## config.mk

```make
export PLATFORM = sky130hd
export DESIGN_NAME = gpio_irq_ctrl
export DESIGN_NICKNAME = d
export VERILOG_FILES = /design/src/rtl/gpio_irq_pkg.sv /design/src/rtl/gpio_sync.sv /design/src/rtl/gpio_line_detect.sv /design/src/rtl/gpio_irq_ctrl.sv
export SDC_FILE = /design/constraint.sdc
export NUM_CORES = 1
export LEC_CHECK = 0
export ABC_AREA = 1
export BUFFER_PORTS_ARGS = -buffer_cell sky130_fd_sc_hd__buf_4
export CORE_MARGIN = 4
export CORE_UTILIZATION = 60
export DETAILED_ROUTE_END_ITERATION = 12
export PLACE_DENSITY = 0.85
export SETUP_SLACK_MARGIN = 0.2
export SYNTH_ARGS = -nofsm -noshare
export SYNTH_HDL_FRONTEND = slang
export SYNTH_SLANG_ARGS = --single-unit
```

## constraint.sdc

```tcl
create_clock -name clk_i -period 1.61 [get_ports clk_i]
set_input_delay 0.0805 -clock clk_i [delete_from_list [all_inputs] [get_ports clk_i]]
set_output_delay 0.0805 -clock clk_i [all_outputs]
set_load 0.05 [all_outputs]
```

## src/rtl/gpio_irq_pkg.sv

```systemverilog
package gpio_irq_pkg;
  localparam logic [2:0] STY_LVL_HI = 3'd0;
  localparam logic [2:0] STY_LVL_LO = 3'd1;
  localparam logic [2:0] STY_RISE   = 3'd2;
  localparam logic [2:0] STY_FALL   = 3'd3;
  localparam logic [2:0] STY_ANY    = 3'd4;

  // word index = byte address [4:2]
  localparam logic [2:0] W_OUT  = 3'd0;
  localparam logic [2:0] W_DIR  = 3'd1;
  localparam logic [2:0] W_IN   = 3'd2;
  localparam logic [2:0] W_STAT = 3'd3;
  localparam logic [2:0] W_TLO  = 3'd4;
  localparam logic [2:0] W_THI  = 3'd5;
  localparam logic [2:0] W_CLK  = 3'd6;
  localparam logic [2:0] W_DBS  = 3'd7;
endpackage

```

## src/rtl/gpio_sync.sv

```systemverilog
module gpio_sync #(
  parameter int W      = 16,
  parameter int STAGES = 2
) (
  input  logic         clk_i,
  input  logic         rst_ni,
  input  logic [W-1:0] d_i,
  output logic [W-1:0] q_o
);
  logic [W-1:0] stg_q [STAGES];

  always_ff @(posedge clk_i or negedge rst_ni) begin
    if (!rst_ni) begin
      for (int i = 0; i < STAGES; i++) stg_q[i] <= '0;
    end else begin
      stg_q[0] <= d_i;
      for (int i = 1; i < STAGES; i++) stg_q[i] <= stg_q[i-1];
    end
  end

  assign q_o = stg_q[STAGES-1];
endmodule

```

## src/rtl/gpio_line_detect.sv

```systemverilog
module gpio_line_detect
  import gpio_irq_pkg::*;
#(
  parameter int STYLE_W = 3
) (
  input  logic               clk_i,
  input  logic               rst_ni,
  input  logic               smp_i,
  input  logic [STYLE_W-1:0] style_i,
  output logic               hit_o
);
  logic prev_q;

  always_ff @(posedge clk_i or negedge rst_ni) begin
    if (!rst_ni) prev_q <= 1'b0;
    else         prev_q <= smp_i;
  end

  always_comb begin
    unique case (style_i)
      STY_LVL_HI: hit_o = smp_i;
      STY_LVL_LO: hit_o = ~smp_i;
      STY_RISE:   hit_o = smp_i & ~prev_q;
      STY_FALL:   hit_o = ~smp_i & prev_q;
      STY_ANY:    hit_o = smp_i ^ prev_q;
      default:    hit_o = 1'b0;  // codes 5..7 disabled
    endcase
  end
endmodule

```

## src/rtl/gpio_irq_ctrl.sv

```systemverilog
module gpio_irq_ctrl
  import gpio_irq_pkg::*;
#(
  parameter int NUM_LINES     = 16,
  parameter int NUM_IRQ       = 13,
  parameter int STYLE_W       = 3,
  parameter int LINES_PER_REG = 8,
  parameter int SYNC_STAGES   = 2,
  parameter int ADDR_W        = 5,
  parameter int DATA_W        = 32
) (
  input  logic                 clk_i,
  input  logic                 rst_ni,
  input  logic                 req_i,
  input  logic                 we_i,
  input  logic [ADDR_W-1:0]    addr_i,
  input  logic [DATA_W-1:0]    wdata_i,
  output logic [DATA_W-1:0]    rdata_o,
  input  logic [NUM_LINES-1:0] pin_i,
  output logic [NUM_LINES-1:0] pin_o,
  output logic [NUM_LINES-1:0] pin_oe_o,
  output logic [NUM_IRQ-1:0]   irq_o
);
  localparam int TYPE_W   = LINES_PER_REG * STYLE_W;
  localparam int NUM_TREG = NUM_LINES / LINES_PER_REG;

  logic [NUM_LINES-1:0] out_q, dir_q, stat_q, smp, hit, clr;
  logic [TYPE_W-1:0]    type_q [NUM_TREG];
  logic [DATA_W-1:0]    clk_q, dbs_q;
  logic [2:0]           widx;
  logic                 aligned, wr_en;

  assign widx    = addr_i[ADDR_W-1:2];
  assign aligned = (addr_i[1:0] == 2'b00);
  assign wr_en   = req_i & we_i & aligned;

  gpio_sync #(.W(NUM_LINES), .STAGES(SYNC_STAGES)) u_sync (
    .clk_i (clk_i),
    .rst_ni(rst_ni),
    .d_i   (pin_i),
    .q_o   (smp)
  );

  for (genvar n = 0; n < NUM_LINES; n++) begin : g_line
    gpio_line_detect #(.STYLE_W(STYLE_W)) u_det (
      .clk_i  (clk_i),
      .rst_ni (rst_ni),
      .smp_i  (smp[n]),
      .style_i(type_q[n / LINES_PER_REG][(n % LINES_PER_REG) * STYLE_W +: STYLE_W]),
      .hit_o  (hit[n])
    );
  end

  assign clr = (wr_en && widx == W_STAT) ? wdata_i[NUM_LINES-1:0] : '0;

  always_ff @(posedge clk_i or negedge rst_ni) begin
    if (!rst_ni) begin
      out_q  <= '0;
      dir_q  <= '1;
      stat_q <= '0;
      clk_q  <= '0;
      dbs_q  <= '0;
      for (int r = 0; r < NUM_TREG; r++) type_q[r] <= '0;
    end else begin
      stat_q <= (stat_q & ~clr) | hit;  // set wins over clear
      if (wr_en) begin
        case (widx)
          W_OUT:   out_q <= wdata_i[NUM_LINES-1:0];
          W_DIR:   dir_q <= wdata_i[NUM_LINES-1:0];
          W_CLK:   clk_q <= wdata_i;
          W_DBS:   dbs_q <= wdata_i;
          default: ;
        endcase
        for (int r = 0; r < NUM_TREG; r++)
          if (widx == 3'(int'(W_TLO) + r)) type_q[r] <= wdata_i[TYPE_W-1:0];
      end
    end
  end

  always_comb begin
    rdata_o = '0;
    if (aligned) begin
      case (widx)
        W_OUT:   rdata_o = DATA_W'(out_q);
        W_DIR:   rdata_o = DATA_W'(dir_q);
        W_IN:    rdata_o = DATA_W'(smp);
        W_STAT:  rdata_o = DATA_W'(stat_q);
        W_CLK:   rdata_o = clk_q;
        W_DBS:   rdata_o = dbs_q;
        default: ;
      endcase
      for (int r = 0; r < NUM_TREG; r++)
        if (widx == 3'(int'(W_TLO) + r)) rdata_o = DATA_W'(type_q[r]);
    end
  end

  assign pin_o    = out_q;
  assign pin_oe_o = ~dir_q;
  assign irq_o    = stat_q[NUM_IRQ-1:0];
endmodule

```

==> flow_summary.ini <==
[worst_setup_path]
critical_path.slowest_cell = sky130_fd_sc_hd__dfstp_2
critical_path.n_buffers_inverters = 2
arrival_ns = 1.72
largest_delay_contributor_family_on_the_critical_path = flip-flops
critPathMaxFanout = 2
ff2ff_path_depth = 8
r2r_start = u_sync.q_o[5]
r2r_slack_ns = 0.29
critical_path_cell_count = 5
slowest_delay_ns = 0.53
data_required_time_at_the_worst_endpoint_ns = 1.53
critPathLaunchType = flip-flop
critical_path.reg2reg.endpoint = stat_q[5]
sort_of_element_at_the_end_of_the_critical_path = primary output
crit_chain = inv_2 -> o21ai_2 -> nor2_1 -> a21oi_2 -> buf_6
critPathKind = flip-flop to primary output

[placement]
port-buffer-count = 133
detailedPlacementHpwl_um = 21300
place.gp.congestion = 0.961
dp.cells = 1572
pre_cts_slack_ns = 0.0498

[final_layout]
multi_input_area_um2 = 4410
final.fill_count = 922
synthToLayoutAreaGrowth_pct = 34.6
final_layout_size_suffix_gt1_share_pct = 27.9
final-instance-count-excl-fill = 1713
nets = 1567
final_core_utilization_pct = 83.1
ff_latch_area_um2 = 5240
diodes = 0

[floorplan]
row_count = 47
dieArea_um2 = 19400
core_area_um2 = 16800
initial_cell_density_of_the_core_pct = 61.8
die_width_um = 139
boundaryPins = 134
die_height_um = 139

[power_and_ir_drop]
power.switching_mw = 4.60
intPower_mw = 10.5
leakage_nw = 6.79
power.sequential.fraction_pct = 41.8
pwr_density_cell_nw_per_um2 = 1090
power.switching_fraction_pct = 30.4
power.combinational.fraction_pct = 21.1
p_clk_share_pct = 37.0
peakVddDrop_mv = 0.815

[synthesis]
dominantRegCellSynth = sky130_fd_sc_hd__dfrtp_1
fraction_of_the_mapped_netlist_area_in_adder_cells_pct = 3.87
synth.area.top_cells = sky130_fd_sc_hd__dfrtp_1 (46%), sky130_fd_sc_hd__nand2_1 (11%), sky130_fd_sc_hd__inv_1 (5.4%), sky130_fd_sc_hd__o21ai_0 (5.0%), sky130_fd_sc_hd__dfstp_2 (4.1%)
synth_top_family_by_area = simple AND/OR/NAND/NOR gates
synth_top_cell_by_area = sky130_fd_sc_hd__dfrtp_1
ys_seq_elements = 208
synth_largest_type_area_fraction_pct = 46.4
yosys.cell_types.count = 32
synth_xor_xnor_area_share_pct = 0.169
postSynthCellCount = 1252
ys_warn_count = 0
ys_seq_area_share_pct = 50.5
synth-compound-area-share_pct = 12.6
synth_simple_gate_area_share_pct = 22.9
syn-mean-instance-area_um2 = 8.27
postSynth.asyncResetShare_pct = 100
syn_nets = 1341
syn_area_um2 = 10400
synth_enable_flop_cells = 0
post_synth_mux_area_share_pct = 0

[detailed_routing]
route.final.wire_length_um = 34800
routed_length_per_instance_um = 20.3
routed-via-count = 10200
drt-vias-per-instance = 5.98
route.detailed.drc = 0
final_antenna_net_count = 0
detailedRoute.firstIterationViolations = 999
drt_pre_antenna_iters = 6

[clock_network]
clock_latency_ns = 0.51
cts_tree = built
clk_pin_slew_ns = 0.06
cts.root.buffer_cell = sky130_fd_sc_hd__clkbuf_16
htree_depth = 1
cts.sink_count = 208
ctsLongestPathBuffers = 3
cts_made_buffers = 22

[sta]
worst_clock_skew_ns = 0.0102
final_cycle_utilization_of_the_critical_path_pct = 112
clock.fmax_ghz = 0.557
finalHoldViolations = 0
timing_max_transition_violations_final = 0
worst_pin_slew_ns = 0.451
finalSetupViolCount = 16
worst_slew_margin_rel_pct = 69.8
hold_ws_ns = 0.0622
finalWorstSetupSlack_ns = -0.186
grt_setup_unrepaired = true
min_period_ns = 1.80

[grt]
grt_antenna_before_repair = 0
first_global_vias = 10200
grt_max_degree = 61
grt_overflow_total = 0
grt_first_pass_wirelength_um = 53300
grtUsageTotal_pct = 34.0

[outcome]
run_status = finished, violations left
failed_checks = setup timing

[run]
cap_violations = 0

[hold_path]
class_of_the_most_critical_hold_timing_path = input port to asynchronous set/reset pin
sequential cells by signal (all words and copies together) (netlist names):
name / count
dbs_q: 32
g_line.u_det.prev_q: 16
stat_q: 16
u_sync.stg_q: 16
dir_q: 16
type_q: 48
u_sync.q_o: 16
clk_q: 32
pin_o: 16
metal layers:
| metal | routed length, µm | up-vias | track usage, % |
|---|---|---|---|
| met2 | 16700 | 725 | 55.4 |
| met3 | 3710 | 207 | 6.93 |
| met5 | 0 | - | 0 |
| met1 | 11900 | 4814 | 41.6 |
| met4 | 2440 | 0 | 21.1 |
| li1 | - | 4495 | - |
timing repair:
item                                   4_1_cts  5_1_grt
hold buffers                                49        0
endpoints found under the hold margin      292        0
resized for setup                          100      104
setup endpoints to repair                   32       45
setup buffers                               31       22
pin swaps                                   29       51
power by group through the flow:
stage	logic [mW]	clock network [mW]	registers [mW]
after floorplan	1.47	0	6.42
after global placement	2.36	0	6.35
after detailed placement	2.44	0	6.37
after CTS	2.84	5.57	6.27
after global routing	3.46	5.85	6.38
final	3.20	5.61	6.33
placed cells by master, fill, tap and decap left out, drive strengths merged:
cell type,Yosys,routed
a21oi,26,26
a22oi,8,8
buf,60,222
bufinv,0,4
clkbuf,10,32
clkinv,3,6
dfrtp,192,192
dfstp,16,16
dlygate4sd3,0,49
ha,32,32
inv,153,154
nand2,318,318
nand3,57,57
nand4,48,48
nor2,115,115
o211ai,6,6
o21ai,191,191
o22ai,15,15
xnor2,2,2
synthesized netlist by cell type (6+ instances only):
cell type / number
sky130_fd_sc_hd__dfstp_2: 16
sky130_fd_sc_hd__inv_1: 148
sky130_fd_sc_hd__nor2_1: 110
sky130_fd_sc_hd__a21oi_1: 26
sky130_fd_sc_hd__clkbuf_1: 10
sky130_fd_sc_hd__o21ai_1: 83
sky130_fd_sc_hd__buf_4: 19
sky130_fd_sc_hd__dfrtp_1: 192
sky130_fd_sc_hd__nand2_1: 310
sky130_fd_sc_hd__ha_1: 32
sky130_fd_sc_hd__o22ai_1: 15
sky130_fd_sc_hd__buf_6: 9
sky130_fd_sc_hd__nand3_1: 50
sky130_fd_sc_hd__o21ai_0: 104
sky130_fd_sc_hd__buf_2: 28
sky130_fd_sc_hd__nand4_1: 48
sky130_fd_sc_hd__a22oi_1: 8
sky130_fd_sc_hd__o211ai_1: 6
kinds of logic after synthesis:
group                      Yosys count
xor gates and xnor gates             2
DFF                                208
AOI/OAI and AO/OA                  246
buffers and inverters              226
adders and majority gates           32
and+or+nand+nor                    538
worst max-delay path by stage:
stage	slack (ns)	end	from
6_report	-0.19	rdata_o[14]	dir_q[14]
5_1_grt	-0.17	rdata_o[14]	dir_q[14]
4_1_cts	-0.19	rdata_o[14]	dir_q[14]
3_5_place_dp	0.05	rdata_o[14]	addr_i[4]
3_3_place_gp	0.07	rdata_o[14]	addr_i[4]
2_1_floorplan	0.05	rdata_o[14]	dir_q[14]
area by class of cell:
type	count	area share [%]
clock buffers	31	4.71
clock inverters	8	1.01
inverters	156	4.54
multi-input cells	818	31.7
flip-flops and latches	208	37.6
well taps	220	1.98
repair buffers	272	18.5
stage by stage:
| stage | power (mW) | cell area, µm² | setup TNS (ns) |
|---|---|---|---|
| 2_1_floorplan | 7.89 | 10400 | 0 |
| 3_3_place_gp | 8.71 | 11700 | 0 |
| 3_5_place_dp | 8.81 | 11700 | 0 |
| 4_1_cts | 14.7 | 13500 | -1.67 |
| 5_1_grt | 15.7 | 13900 | -2.43 |
| 6_report | 15.1 | 13900 | -1.89 |
No activity file was read; power rests on OpenSTA's default activity.
